==> config.mk <==
export PLATFORM = sky130hd
export DESIGN_NAME = link_train_supervisor
export DESIGN_NICKNAME = d
export VERILOG_FILES = /design/src/rtl/lbu_pkg.sv /design/src/rtl/lbu_datapath.sv /design/src/rtl/lbu_control.sv /design/src/rtl/link_train_supervisor.sv
export SDC_FILE = /design/constraint.sdc
export NUM_CORES = 1
export LEC_CHECK = 0
export ABC_AREA = 0
export BUFFER_PORTS_ARGS = -buffer_cell sky130_fd_sc_hd__buf_4
export CAP_MARGIN = 20
export CORE_ASPECT_RATIO = 0.6
export CORE_UTILIZATION = 45
export CTS_CLUSTER_DIAMETER = 80
export DETAILED_ROUTE_END_ITERATION = 8
export GPL_ROUTABILITY_DRIVEN = 0
export GPL_TIMING_DRIVEN = 0
export HOLD_SLACK_MARGIN = 0.08
export PLACE_DENSITY_LB_ADDON = 0.08
export SLEW_MARGIN = 20
export SYNTH_ARGS = -nofsm -noshare
export SYNTH_HDL_FRONTEND = slang
export SYNTH_HIERARCHICAL = 1
export SYNTH_SLANG_ARGS = --single-unit
==> constraint.sdc <==
create_clock -name clk -period 7.35 [get_ports clk]
set_clock_uncertainty 0.05 [all_clocks]
set_input_delay 0.3675 -clock clk [delete_from_list [all_inputs] [get_ports clk]]
set_output_delay 0.3675 -clock clk [all_outputs]
set_load 0.02 [all_outputs]
==> src/rtl/lbu_pkg.sv <==
package lbu_pkg;

  typedef enum logic [2:0] {
    PH_IDLE,
    PH_PHY,
    PH_DLL,
    PH_SPEED,
    PH_STATE,
    PH_UP,
    PH_FAIL
  } phase_e;

  localparam logic [1:0] FAIL_NONE  = 2'd0;
  localparam logic [1:0] FAIL_PHY   = 2'd1;
  localparam logic [1:0] FAIL_DLL   = 2'd2;
  localparam logic [1:0] FAIL_STATE = 2'd3;

  // Active band of the training state code (inclusive)
  localparam int ACTIVE_LO = 'h11;
  localparam int ACTIVE_HI = 'h16;

  typedef struct packed {
    logic       clrTimer;
    logic       setEn;
    logic       clrEn;
    logic       clrCode;
    logic       setCode;
    logic [1:0] failCode;
  } strobe_t;

endpackage

==> src/rtl/lbu_datapath.sv <==
module lbu_datapath
  import lbu_pkg::*;
#(
  parameter int SAMPLE_CYCLES = 1000,
  parameter int MAX_SAMPLES   = 1000,
  parameter int STATE_W       = 6
) (
  input  logic               clk,
  input  logic               rstN,
  input  strobe_t            stb,
  input  logic [STATE_W-1:0] ltssmState,
  output logic               tick,
  output logic               lastSample,
  output logic               stateActive,
  output logic               ltssmEn,
  output logic [1:0]         timeoutCode
);

  localparam int IW = (SAMPLE_CYCLES > 1) ? $clog2(SAMPLE_CYCLES) : 1;
  localparam int NW = $clog2(MAX_SAMPLES + 1);
  localparam logic [IW-1:0] INTERVAL_END = IW'(SAMPLE_CYCLES - 1);
  localparam logic [NW-1:0] SAMPLE_END   = NW'(MAX_SAMPLES - 1);
  localparam logic [STATE_W-1:0] BAND_LO = STATE_W'(ACTIVE_LO);
  localparam logic [STATE_W-1:0] BAND_HI = STATE_W'(ACTIVE_HI);

  logic [IW-1:0] intervalCnt;
  logic [NW-1:0] sampleCnt;

  assign tick        = (intervalCnt == INTERVAL_END);
  assign lastSample  = tick && (sampleCnt == SAMPLE_END);
  assign stateActive = (ltssmState >= BAND_LO) && (ltssmState <= BAND_HI);

  always_ff @(posedge clk or negedge rstN) begin
    if (!rstN) begin
      intervalCnt <= '0;
      sampleCnt   <= '0;
    end else if (stb.clrTimer) begin
      intervalCnt <= '0;
      sampleCnt   <= '0;
    end else if (tick) begin
      intervalCnt <= '0;
      sampleCnt   <= sampleCnt + 1'b1;
    end else begin
      intervalCnt <= intervalCnt + 1'b1;
    end
  end

  always_ff @(posedge clk or negedge rstN) begin
    if (!rstN) begin
      ltssmEn <= 1'b0;
    end else if (stb.clrEn) begin
      ltssmEn <= 1'b0;
    end else if (stb.setEn) begin
      ltssmEn <= 1'b1;
    end
  end

  always_ff @(posedge clk or negedge rstN) begin
    if (!rstN) begin
      timeoutCode <= FAIL_NONE;
    end else if (stb.clrCode) begin
      timeoutCode <= FAIL_NONE;
    end else if (stb.setCode) begin
      timeoutCode <= stb.failCode;
    end
  end

endmodule

==> src/rtl/lbu_control.sv <==
module lbu_control
  import lbu_pkg::*;
(
  input  logic    clk,
  input  logic    rstN,
  input  logic    startCmd,
  input  logic    stopCmd,
  input  logic    phyUp,
  input  logic    dllUp,
  input  logic    tick,
  input  logic    lastSample,
  input  logic    stateActive,
  output strobe_t stb,
  output logic    speedChg,
  output logic    linkOk
);

  phase_e curPhase, nextPhase;
  logic   waiting;

  assign waiting = (curPhase == PH_PHY) || (curPhase == PH_DLL) || (curPhase == PH_STATE);

  always_comb begin
    nextPhase = curPhase;
    stb       = '0;
    if (stopCmd) begin
      nextPhase = PH_IDLE;
      stb.clrEn = 1'b1;
    end else begin
      unique case (curPhase)
        PH_IDLE, PH_FAIL: begin
          if (startCmd) begin
            nextPhase   = PH_PHY;
            stb.setEn   = 1'b1;
            stb.clrCode = 1'b1;
          end
        end
        PH_PHY: begin
          if (tick) begin
            if (phyUp) begin
              nextPhase = PH_DLL;
            end else if (lastSample) begin
              nextPhase    = PH_FAIL;
              stb.setCode  = 1'b1;
              stb.failCode = FAIL_PHY;
            end
          end
        end
        PH_DLL: begin
          if (tick) begin
            if (dllUp) begin
              nextPhase = PH_SPEED;
            end else if (lastSample) begin
              nextPhase    = PH_FAIL;
              stb.setCode  = 1'b1;
              stb.failCode = FAIL_DLL;
            end
          end
        end
        PH_SPEED: nextPhase = PH_STATE;
        PH_STATE: begin
          if (tick) begin
            if (stateActive) begin
              nextPhase = PH_UP;
            end else if (lastSample) begin
              nextPhase    = PH_FAIL;
              stb.setCode  = 1'b1;
              stb.failCode = FAIL_STATE;
            end
          end
        end
        PH_UP:   nextPhase = PH_UP;
        default: nextPhase = PH_IDLE;
      endcase
    end
    stb.clrTimer = (nextPhase != curPhase) || !waiting;
  end

  always_ff @(posedge clk or negedge rstN) begin
    if (!rstN) curPhase <= PH_IDLE;
    else       curPhase <= nextPhase;
  end

  assign speedChg = (curPhase == PH_SPEED);
  assign linkOk   = (curPhase == PH_UP) && stateActive;

endmodule

==> src/rtl/link_train_supervisor.sv <==
module link_train_supervisor
  import lbu_pkg::*;
#(
  parameter int SAMPLE_CYCLES = 1000,
  parameter int MAX_SAMPLES   = 1000,
  parameter int STATE_W       = 6
) (
  input  logic               clk,
  input  logic               rstN,
  input  logic               startCmd,
  input  logic               stopCmd,
  input  logic               phyUp,
  input  logic               dllUp,
  input  logic [STATE_W-1:0] ltssmState,
  output logic               ltssmEn,
  output logic               speedChg,
  output logic               linkOk,
  output logic [1:0]         timeoutCode
);

  strobe_t stb;
  logic    tick, lastSample, stateActive;

  lbu_control i_control (
    .clk        (clk),
    .rstN       (rstN),
    .startCmd   (startCmd),
    .stopCmd    (stopCmd),
    .phyUp      (phyUp),
    .dllUp      (dllUp),
    .tick       (tick),
    .lastSample (lastSample),
    .stateActive(stateActive),
    .stb        (stb),
    .speedChg   (speedChg),
    .linkOk     (linkOk)
  );

  lbu_datapath #(
    .SAMPLE_CYCLES(SAMPLE_CYCLES),
    .MAX_SAMPLES  (MAX_SAMPLES),
    .STATE_W      (STATE_W)
  ) i_datapath (
    .clk        (clk),
    .rstN       (rstN),
    .stb        (stb),
    .ltssmState (ltssmState),
    .tick       (tick),
    .lastSample (lastSample),
    .stateActive(stateActive),
    .ltssmEn    (ltssmEn),
    .timeoutCode(timeoutCode)
  );

endmodule

Yosys cells after proc, flatten, opt, wreduce, memory -nomap -nowiden
Index checks and enable logic that the tools add are counted.
W data, S select, Z words.
{"block": "word_totals", "regBits": 26, "inputBits": 12, "output_inout_bits": 5, "elab_cells": 63}
{"block": "classes", "add_sub_neg": 2, "n_lt_le_gt_ge": 2, "eq_ne": 9, "mux": 33, "n_reduce_logical": 12}
{"cell": "$mux W3", "n": 18}
{"cell": "$mux W10", "n": 4}
{"cell": "$add A10 B1 Y10 const B", "n": 2}
{"cell": "$eq A10 B10 Y1 const B", "n": 2}
{"cell": "$pmux W3 S6", "n": 1}
{"cell": "$eq A3 B3 Y1 const B", "n": 3}
{"cell": "$pmux W3 S3", "n": 1}
{"cell": "$eq A3 B2 Y1 const B", "n": 2}
{"cell": "$ge A6 B5 Y1 const B", "n": 1}
{"cell": "$le A6 B5 Y1 const B", "n": 1}
{"cell": "$mux W1", "n": 6}
{"cell": "$reduce_bool A2 Y1", "n": 3}
{"cell": "$mux W2", "n": 2}
{"cell": "$mux W4", "n": 1}
{"cell": "$eq A3 B1 Y1 const B", "n": 1}
{"cell": "$logic_and A1 B1 Y1", "n": 3}
{"cell": "$logic_not A3 Y1", "n": 1}
{"cell": "$logic_or A1 B1 Y1", "n": 3}
{"cell": "$ne A3 B3 Y1", "n": 1}
{"cell": "$reduce_or A2 Y1", "n": 1}
{"cell": "$logic_not A1 Y1", "n": 1}

Logic depth before layout (Yosys ltp)
Gate-level depths: netlist of run 1.
{"block": "logic_depth", "ltp_word": 10, "mapped_depth": 15, "mapped_depth_nobuf": 14}

Cells and area by module
The synthesis of run 1 kept the hierarchy.
{"mod": "lbu_datapath", "instances": 1, "cells_per_inst": 124, "area_each_um2": 1183.6, "seq_area_each_um2": 575.6}
{"mod": "lbu_control", "instances": 1, "cells_per_inst": 52, "area_each_um2": 425.4, "seq_area_each_um2": 75.1}

Worst setup path after synthesis of run 1
OpenSTA, ideal clock, no wires.
{"block": "synth_timing", "kind": "flip-flop to flip-flop", "start": "reg i_datapath.intervalCnt[4]", "end": "reg i_datapath.intervalCnt[2]", "setup_ns": 0.132, "arrival_ns": 3.404, "required_time_ns": 7.168, "path_slack_ns": 3.764, "path_stages_with_launch": 14, "n_path_buf": 3, "period_less_slack_ns": 3.586, "path_cell_list": "dfrtp_1 or3b_1 buf_6 nor3_2 inv_1 nor4_1 and3b_1 nand3b_2 and3_1 nand4_1 and3_1 clkbuf_1 buf_1 nor2_1"}
{"element": "start, declared", "line": "lbu_datapath.sv:26", "text": "logic [IW-1:0] intervalCnt;"}
{"element": "start signal, assigned", "line": "lbu_datapath.sv:44", "text": "intervalCnt <= intervalCnt + 1'b1;"}

==> results of run 1 <==
-- cell usage after synthesis (2+ instances only) --
cell and n:
dfrtp_1 26, or3b_1 2, nor2_1 23, buf_4 3
ha_1 2, mux2i_1 3, xor2_1 3, clkbuf_1 2
o21ai_0 7, nand4_1 7, nand3_1 8, a21oi_1 8
or3_1 3, xnor2_1 7, and3_1 4, nor3_1 6
a31oi_1 4, inv_1 4, and3b_1 3, nor4_1 7
a211o_1 2, nand2_1 12, nor3b_1 3, buf_6 3
o211ai_2 2
-- per-stage QoR --
stage	cells	power [mW]	setup WS [ns]	util	hold WS [ns]
floorplan	176	0.161	3.76	-	0.0219
global placement	237	0.173	2.79	0.537	0.240
detailed placement	237	0.173	2.81	0.537	0.247
CTS	241	0.251	2.78	0.553	0.356
global route	241	0.260	2.39	0.553	0.370
finish	241	0.249	2.80	0.553	0.366
-- layer usage --
metal / global-route usage / vias to the layer above / share of wire
met2: 0.302 / 47 / 0.43
met3: 0.0453 / 2 / 0.066
met5: 0 / - / 0
met4: 0.0121 / 0 / 0.0011
met1: 0.308 / 667 / 0.50
li1: - / 681 / -
-- placed cells by master, fill, tap and decap left out, types with 3 or more instances in the layout --
cell | netlist | final
a31oi_1 | 4 | 4
nor2_1 | 23 | 23
a21oi_1 | 8 | 8
dfrtp_1 | 26 | 26
inv_1 | 4 | 4
mux2i_1 | 3 | 3
nand2_1 | 12 | 12
nand3_1 | 8 | 8
and3b_1 | 3 | 3
nand4_1 | 7 | 7
xnor2_1 | 7 | 7
and3_1 | 4 | 4
clkbuf_8 | 0 | 3
nor4_1 | 7 | 7
buf_6 | 3 | 3
xor2_1 | 3 | 3
nor3b_1 | 3 | 3
o21ai_0 | 7 | 7
nor3_1 | 6 | 6
buf_4 | 3 | 19
or3_1 | 3 | 3
-- report_power, final --
part	switching, mW	internal (mW)
Combinational	0.0144	0.0113
Sequential	0.000938	0.144
Clock	0.0410	0.0366
Total	0.0563	0.192
-- cell families after synthesis --
group	after synthesis	share of synthesized area
AND/OR/NAND/NOR	92	0.332
AO/OA/AOI/OAI	28	0.118
flip-flops	26	0.404
buffers and inverters	15	0.0568
XOR/XNOR	10	0.0544
multiplexers	3	0.0187
adder cells (fa/ha/maj)	2	0.0155
-- tightest hold or removal path: stages --
cell and delay (ns):
buf_4 0.14, buf_4 0.11, nor2_1 0.03
-- worst paths after layout --
check	to	slack [ns]	cells after the start
setup / recovery	i_datapath/intervalCnt[9]	2.80	14
hold / removal	i_datapath/ltssmEn	0.37	3
setup reg to reg	i_datapath/intervalCnt[9]	2.80	14
hold reg to reg	i_datapath/intervalCnt[0]	0.42	1
max in group asynchronous	i_datapath/intervalCnt[7]	6.50	2
min in group asynchronous	i_datapath/sampleCnt[5]	0.50	2
-- layout make-up --
type                       instances  share of cell area
clock buffer                       3              0.0225
sequential                        26               0.354
inverter                           5              0.0102
multi-input combinational        135               0.472
tap                               45              0.0307
timing repair buffer              17              0.0708
buffer                            10              0.0395
-- sequential cells by signal (all words and copies together), names as in the netlist --
name                    cells
i_control/curPhase          3
i_datapath/intervalCnt     10
i_datapath/ltssmEn          1
i_datapath/sampleCnt       10
i_datapath/timeoutCode      2
==> results.cfg, run 1 <==
[status]
outcome = finished, final reports clean

[sta]
finalCritPeriodShare = 0.619
maxSlewViolCount = 0
slew_headroom = 0.329
max_freq_mhz = 220
hold_viol = 0
tightest_slew_ns = 1.00
fin_tns_setup_ns = 0
finalSetupViolations = 0
rsz0062_at_grt = no
fin_crit_ns = 4.55

[finish]
antenna_cells = 0
fin_area_mm2 = 0.00184
nets = 212
nFillCells = 308
regArea_um2 = 651
multi_input_area_um2 = 867
syn2layout_area_growth_pct = 14.2
drive_gt1_frac = 0.199

[clocking]
post-cts-setup-buffers = 0
ctsResizeCount = 0
cts_tree = built
clkSinkCount = 26
cts.clk_slew.worst_paths_ns = 0.08
hold_buffers = 1
clock_latency_ns = 0.26
clockRootBuffer = clkbuf_8
cts_max_level = 1
cts.path.max_buffers = 2
cts_buffers = 3

[yosys]
yosysTopAreaCellShare = 0.404
ys_seq_elements = 26
yosys.area.top_type = dfrtp_1
ys_seq_area_frac = 0.404
syn_avg_cell_area_um2 = 9.14
mappedNetlistNets = 190
ys_top_cells_by_area = dfrtp_1 40%, nor2_1 5.4%, xnor2_1 3.8%
ys_types = 47
synthArstFlopShare = 1.00
ys.flop_type = dfrtp_1
synth_edf_count = 0
netlist_instances = 176
synth.cell_area_mm2 = 0.00161
yosys_warnings = 6

[global_routing]
gr-usage-all-layers = 0.201
overflow = 0
grt_pass1_wl_um = 6070
grt_max_degree = 27
antenna_found_initial = 0
first_global_vias = 1295

[placed_design]
port-buffer-count = 16
placed_cell_area_mm2 = 0.00179
place_hpwl_um = 2570

[critical_path]
critPathBufInv = 4
end_kind = register
path_cells = ha_1 -> nand3_1 -> clkbuf_1 -> nor3_2 -> inv_1 -> nor4_1 -> and3b_1 -> nand3b_2 -> and3_1 -> nand4_1 -> and3_1 -> clkbuf_1 -> buf_1 -> nor2_1
critical-path-slowest-cell = nor3_2
critPathLaunchType = register
path_class = reg2reg
cp.arrival_ns = 4.64
critPathLaunch = i_datapath/intervalCnt[0]
slowest_delay_ns = 0.87
crit_family = simple AND/OR/NAND/NOR gates
critPathRequiredTime_ns = 7.44
r2r_start = i_datapath/intervalCnt[0]
cp_max_fo = 14

[routing]
antenna_left = 0
finalWirelength_um = 3520
avgViaCountPerCell = 5.80
vias = 1397
drc_errors = 0
wire_per_inst_um = 14.6
drt_first_pass_iters = 4
drtIter0Drc = 165

[power_and_ir_drop]
peakVddDrop_uv = 88.2
leakage_nw = 0.723
power_density_mw_per_mm2 = 135

[die]
io_pins = 17
row_count = 16
die_w_um = 79.2
start_util = 0.484
dieArea_mm2 = 0.00383
die_h_um = 48.3
design.core.area_mm2 = 0.00332

[worst_hold_path]
hp-start = stopCmd
hold_path_class = in2reg

[flow_run]
drv_cap = 0
No activity file was read; power rests on OpenSTA's default activity.
==> inputs of run 2 (changes only) <==
==> constraint.sdc (replaced) <==
create_clock -name clk -period 3.6 [get_ports clk]
set_clock_uncertainty 0.05 [all_clocks]
set_input_delay 0.18 -clock clk [delete_from_list [all_inputs] [get_ports clk]]
set_output_delay 0.18 -clock clk [all_outputs]
set_load 0.02 [all_outputs]
==> results.cfg, run 2 (synthesis gave the netlist of run 1 again) <==
[sta]
finalSetupViolations = 0
setup_ws_ns = 0.306
tightest_slew_ns = 0.520
finalCritPeriodShare = 0.915
rsz0062_at_grt = no
maxSlewViolCount = 0
hold_viol = 0
fin_crit_ns = 3.29
slew_headroom = 0.650
max_freq_mhz = 304

[finish]
multi_input_area_um2 = 888
nFillCells = 304
antenna_cells = 0
nets = 213
syn2layout_area_growth_pct = 16.1
regArea_um2 = 651
mostFrequentLayoutCell = dfrtp_1
postLayoutCoreUtil = 0.562
drive_gt1_frac = 0.218
reg.largest.list = i_datapath/intervalCnt x10, i_datapath/sampleCnt x10, i_control/curPhase x3
final_cell_mix = 26 x dfrtp_1, 23 x nor2_1, 20 x buf_4, 12 x nand2_1

[die]
die_w_um = 79.2
dieArea_mm2 = 0.00383
io_pins = 17
row_count = 16
start_util = 0.484
die_h_um = 48.3
design.core.area_mm2 = 0.00332

[routing]
drt_first_pass_iters = 4
drtIter0Drc = 165
vias = 1401
avgViaCountPerCell = 5.79
wire_per_inst_um = 14.7
drc_errors = 0
finalWirelength_um = 3560
antenna_left = 0

[global_routing]
antenna_found_initial = 0
grt_max_degree = 27
overflow = 0
first_global_vias = 1313
met1_usage = 0.314
grt_use_met3 = 0.0453
gr-usage-all-layers = 0.206
use_met2 = 0.313
grt_pass1_wl_um = 6220
grt-busiest-layer = met1

[critical_path]
path_class = reg2reg
critPathRequiredTime_ns = 3.70
reg2reg_depth = 14
r2r-end = i_datapath/intervalCnt[9]
ff2ff_setup_slack_ns = 0.31
critPathLaunchType = register
r2r_start = i_datapath/intervalCnt[0]
cp.arrival_ns = 3.40
cp_max_fo = 10
end_kind = register

[power_and_ir_drop]
peakVddDrop_uv = 180
p_sw_uw = 116
p_int_uw = 393
swShare = 0.228
seqPwrFrac = 0.582
leakage_nw = 0.750
pwr-share-clk = 0.314
power.total_uw = 509
power_density_mw_per_mm2 = 273
pwr-share-comb = 0.104

[clocking]
cts.clk_slew.worst_paths_ns = 0.08
cts_max_level = 1
cts_tree = built
cts.path.max_buffers = 2
cts_buffers = 3
clockRootBuffer = clkbuf_8
clock_latency_ns = 0.26
clkSinkCount = 26

[placed_design]
place_hpwl_um = 2570
place_ws_ns = -0.940
port-buffer-count = 16

[worst_hold_path]
hp-start = stopCmd
holdPathEnd = i_datapath/ltssmEn
whs_path_depth = 3
hold_path_class = in2reg

[status]
outcome = finished, final reports clean

[flow_run]
drv_cap = 0
==> run 2: routing by layer <==
| layer | up-vias | part of all wire | wire length, µm |
|---|---|---|---|
| met2 | 44 | 0.44 | 1550 |
| met4 | 0 | 0.0011 | 4 |
| met3 | 2 | 0.051 | 180 |
| met5 | - | 0 | 0 |
| met1 | 671 | 0.51 | 1820 |
| li1 | 684 | - | - |
==> run 2: how the worst max path moves through the flow <==
| stage | start | endpoint | slack (ns) | cells past startpoint |
|---|---|---|---|---|
| 2_1_floorplan | i_datapath/intervalCnt[4] | i_datapath/intervalCnt[2] | 0.01 | 13 |
| 3_3_place_gp | i_datapath/intervalCnt[0] | i_datapath/intervalCnt[2] | -0.96 | 14 |
| 3_5_place_dp | i_datapath/intervalCnt[0] | i_datapath/intervalCnt[9] | -0.94 | 14 |
| 4_1_cts | i_datapath/intervalCnt[0] | i_datapath/sampleCnt[2] | 0.07 | 14 |
| 5_1_grt | i_datapath/intervalCnt[0] | i_datapath/sampleCnt[3] | 0.06 | 14 |
| 6_report | i_datapath/intervalCnt[0] | i_datapath/intervalCnt[9] | 0.31 | 14 |
==> run 2: critical path, stage by stage, from the launching register on <==
cell and delay [ns]:
dfrtp_1 0.37, ha_1 0.21, nand3_1 0.14, clkbuf_1 0.27, nor3_4 0.25, inv_1 0.09, nor4_4 0.34, and3b_1 0.26
nand3b_2 0.14, and3_1 0.19, nand4_1 0.09, and3_1 0.20, clkbuf_2 0.25, buf_2 0.26, nor2_1 0.07
==> run 2: layout make-up <==
type	instances	area share
Tap cell	45	0.0301
Clock buffer	3	0.0221
Buffer	10	0.0402
Sequential cell	26	0.348
Timing Repair Buffer	18	0.0737
Multi-Input combinational cell	135	0.476
Inverter	5	0.0100
==> run 2: power groups by stage <==
stage          registers, mW  logic (mW)  clock network, mW
2_1_floorplan          0.303      0.0262                  0
3_3_place_gp           0.302      0.0506                  0
3_5_place_dp           0.303      0.0515                  0
4_1_cts                0.297      0.0527              0.163
5_1_grt                0.297      0.0589              0.176
6_report               0.297      0.0529              0.160
==> run 2: through the flow <==
stage	instance area, µm²	instances	hold slack [ns]	TNS (ns)
floorplan	1610	176	-0.166	0
detailed placement	1790	237	0.0590	-14.91
CTS	1860	242	0.169	0
finish	1870	242	0.182	0
global route	1870	242	0.183	0
global placement	1790	237	0.0521	-15.39
==> run 2: what timing repair did <==
item / 4_1_cts / 5_1_grt
endpoints found under the setup margin: 22 / 10
hold buffers: 1 / 0
endpoints found under the hold margin: 26 / 0
pin swaps: 1 / 0
buffers inserted: 1 / 0
resized for setup: 3 / 3
==> inputs of run 3 (changes only) <==
--- a/config.mk
+++ b/config.mk
@@ -5,10 +5,11 @@
 export SDC_FILE = /design/constraint.sdc
 export NUM_CORES = 1
 export LEC_CHECK = 0
-export ABC_AREA = 0
+export ABC_AREA = 1
 export BUFFER_PORTS_ARGS = -buffer_cell sky130_fd_sc_hd__buf_4
 export CAP_MARGIN = 20
 export CORE_ASPECT_RATIO = 0.6
+export CORE_MARGIN = 5
 export CORE_UTILIZATION = 45
 export CTS_CLUSTER_DIAMETER = 80
 export DETAILED_ROUTE_END_ITERATION = 8
==> constraint.sdc (replaced) <==
create_clock -name clk -period 3.6 [get_ports clk]
set_clock_uncertainty 0.05 [all_clocks]
set_input_delay 0.18 -clock clk [delete_from_list [all_inputs] [get_ports clk]]
set_output_delay 0.18 -clock clk [all_outputs]
set_load 0.05 [all_outputs]
==> results.cfg, run 3 <==
[status]
outcome = finished, final reports clean

[critical_path]
cp_max_fo = 15
ff2ff_setup_slack_ns = 0.43
critPathLaunchType = register
path_class = reg2reg
critPathLaunch = i_datapath/intervalCnt[0]
reg2reg_depth = 21
end_kind = register
critPathRequiredTime_ns = 3.74
r2r-end = i_datapath/sampleCnt[8]
cp.arrival_ns = 3.31
r2r_start = i_datapath/intervalCnt[0]

[clocking]
cts.path.max_buffers = 2
cts_buffers = 3
cts_max_level = 1
cts_tree = built
clock_latency_ns = 0.27
clkSinkCount = 26
clockRootBuffer = clkbuf_8
cts.clk_slew.worst_paths_ns = 0.09
post-cts-setup-buffers = 0

[sta]
rsz0062_at_grt = no
tightest_slew_ns = 0.393
max_freq_mhz = 315
finalSetupViolations = 0
finalCritPeriodShare = 0.881
hold_viol = 0
maxSlewViolCount = 0
fin_crit_ns = 3.17
fin_tns_setup_ns = 0
slew_headroom = 0.737

[routing]
antenna_left = 0
drc_errors = 0
avgViaCountPerCell = 4.84
drtIter0Drc = 83
finalWirelength_um = 3700
drt_first_pass_iters = 4
vias = 1529
wire_per_inst_um = 11.7

[placed_design]
port-buffer-count = 16
placedCellCount = 310
place_hpwl_um = 2820

[global_routing]
overflow = 0
gr-usage-all-layers = 0.150
grt_max_degree = 27
grt_pass1_wl_um = 6100
first_global_vias = 1328
antenna_found_initial = 0

[die]
dieArea_mm2 = 0.00514
start_util = 0.464
design.core.area_mm2 = 0.00366
row_count = 17
io_pins = 17
die_w_um = 89.3
die_h_um = 57.6

[finish]
drive_gt1_frac = 0.178
reg.largest.list = i_datapath/intervalCnt x10, i_datapath/sampleCnt x10, i_control/curPhase x3
final_cells = 316
syn2layout_area_growth_pct = 16.1
mostFrequentLayoutCell = nand2_1
postLayoutCoreUtil = 0.539
nets = 284
antenna_cells = 0
final_cell_mix = 61 x nand2_1, 39 x nor2_1, 33 x inv_1, 26 x dfrtp_1, 24 x nand3_1

[worst_hold_path]
holdPathEnd = i_control/curPhase[0]
hp-start = phyUp
whs_path_depth = 4
hold_path_class = in2reg

[power_and_ir_drop]
peakVddDrop_uv = 245
power_density_mw_per_mm2 = 304
leakage_nw = 0.959
power.total_uw = 599

[yosys]
netlist_top_cells_count = 61 x nand2_1, 40 x nor2_1, 33 x inv_1
ys_seq_elements = 26
yosysTopAreaCellShare = 0.383
syn_avg_cell_area_um2 = 6.87
netlist_instances = 247
yosys_warnings = 6
ys_types = 31
yosys.area.top_type = dfrtp_1
ys.flop_type = dfrtp_1
ys_seq_area_frac = 0.383
synthMostInstantiatedCell = nand2_1
synth_edf_count = 0
mappedNetlistNets = 261
synthArstFlopShare = 1.00
ys_top_cells_by_area = dfrtp_1 38%, nand2_1 13%, nor2_1 8.8%
synth.cell_area_mm2 = 0.00170

[flow_run]
drv_cap = 0
run 3: logic make-up (layout without fill, tap and decap cells):
kind of cell,count (synthesis),count (layout),synth area share
buffers and inverters,41,63,0.102
and+or+nand+nor,157,157,0.426
adders and majority gates,2,2,0.0147
xor gates and xnor gates,1,1,0.00516
DFF,26,26,0.383
AOI/OAI and AO/OA,20,20,0.0693
run 3: where the power goes:
group | internal [mW] | switching [mW] | total, mW
logic | 0.0220 | 0.0375 | 0.0595
clock network | 0.149 | 0.0930 | 0.242
registers | 0.295 | 0.00298 | 0.298
run 3: through the flow:
step           instance area, µm²  worst slack, ns  hold slack, ns
4_1_cts                      1970            0.266           0.211
3_5_place_dp                 1880            0.300          0.0648
5_1_grt                      1970           0.0151           0.225
3_3_place_gp                 1880            0.320          0.0597
2_1_floorplan                1700            0.904          -0.166
6_report                     1970            0.429           0.220
run 3: how the worst max path moves through the flow:
stage / cells past startpoint / slack [ns] / to
2_1_floorplan: 21 / 0.90 / i_datapath/sampleCnt[8]
5_1_grt: 21 / 0.02 / i_datapath/sampleCnt[8]
6_report: 21 / 0.43 / i_datapath/sampleCnt[8]
3_3_place_gp: 21 / 0.32 / i_datapath/sampleCnt[8]
4_1_cts: 21 / 0.27 / i_datapath/sampleCnt[8]
3_5_place_dp: 21 / 0.30 / i_datapath/sampleCnt[8]
run 3: area by class of cell:
type,count,area (µm²)
well taps,47,58.8
fillers,382,1690
inverters,36,135
plain buffers,5,38.8
clock inverters,1,30.0
clock buffers,3,41.3
repair buffers,18,140
flip-flops and latches,26,651
multi-input cells,180,877
run 3: what timing repair did:
action | 4_1_cts | 5_1_grt
endpoints found under the hold margin | 27 | 0
setup endpoints to repair | 0 | 10
resized for setup | 0 | 3
hold buffers | 2 | 0
run 3: worst max-delay path, stage by stage, from the launching register on:
cell,delay (ns)
dfrtp_1,0.38
ha_1,0.17
nand2_1,0.10
nor2_2,0.10
nand2_2,0.08
nor2_4,0.16
buf_6,0.19
nand2_2,0.08
nor3_2,0.22
nand2_1,0.11
nor2_1,0.24
nand2_2,0.10
nand3_2,0.11
nand2_2,0.05
nand2_1,0.06
nand3_1,0.07
nor2_1,0.09
nand2_1,0.13
inv_1,0.11
clkbuf_2,0.24
nand3_1,0.10
o21ai_0,0.16
run 3: routing by layer:
layer  vias up  track usage  share of wire  routed length [µm]
met3         2       0.0390          0.040                 149
met1       667        0.252           0.60                2210
met4         0       0.0127         0.0035                  13
met5         -            0              0                   0
met2        24        0.193           0.36                1330
li1        836            -              -                   -
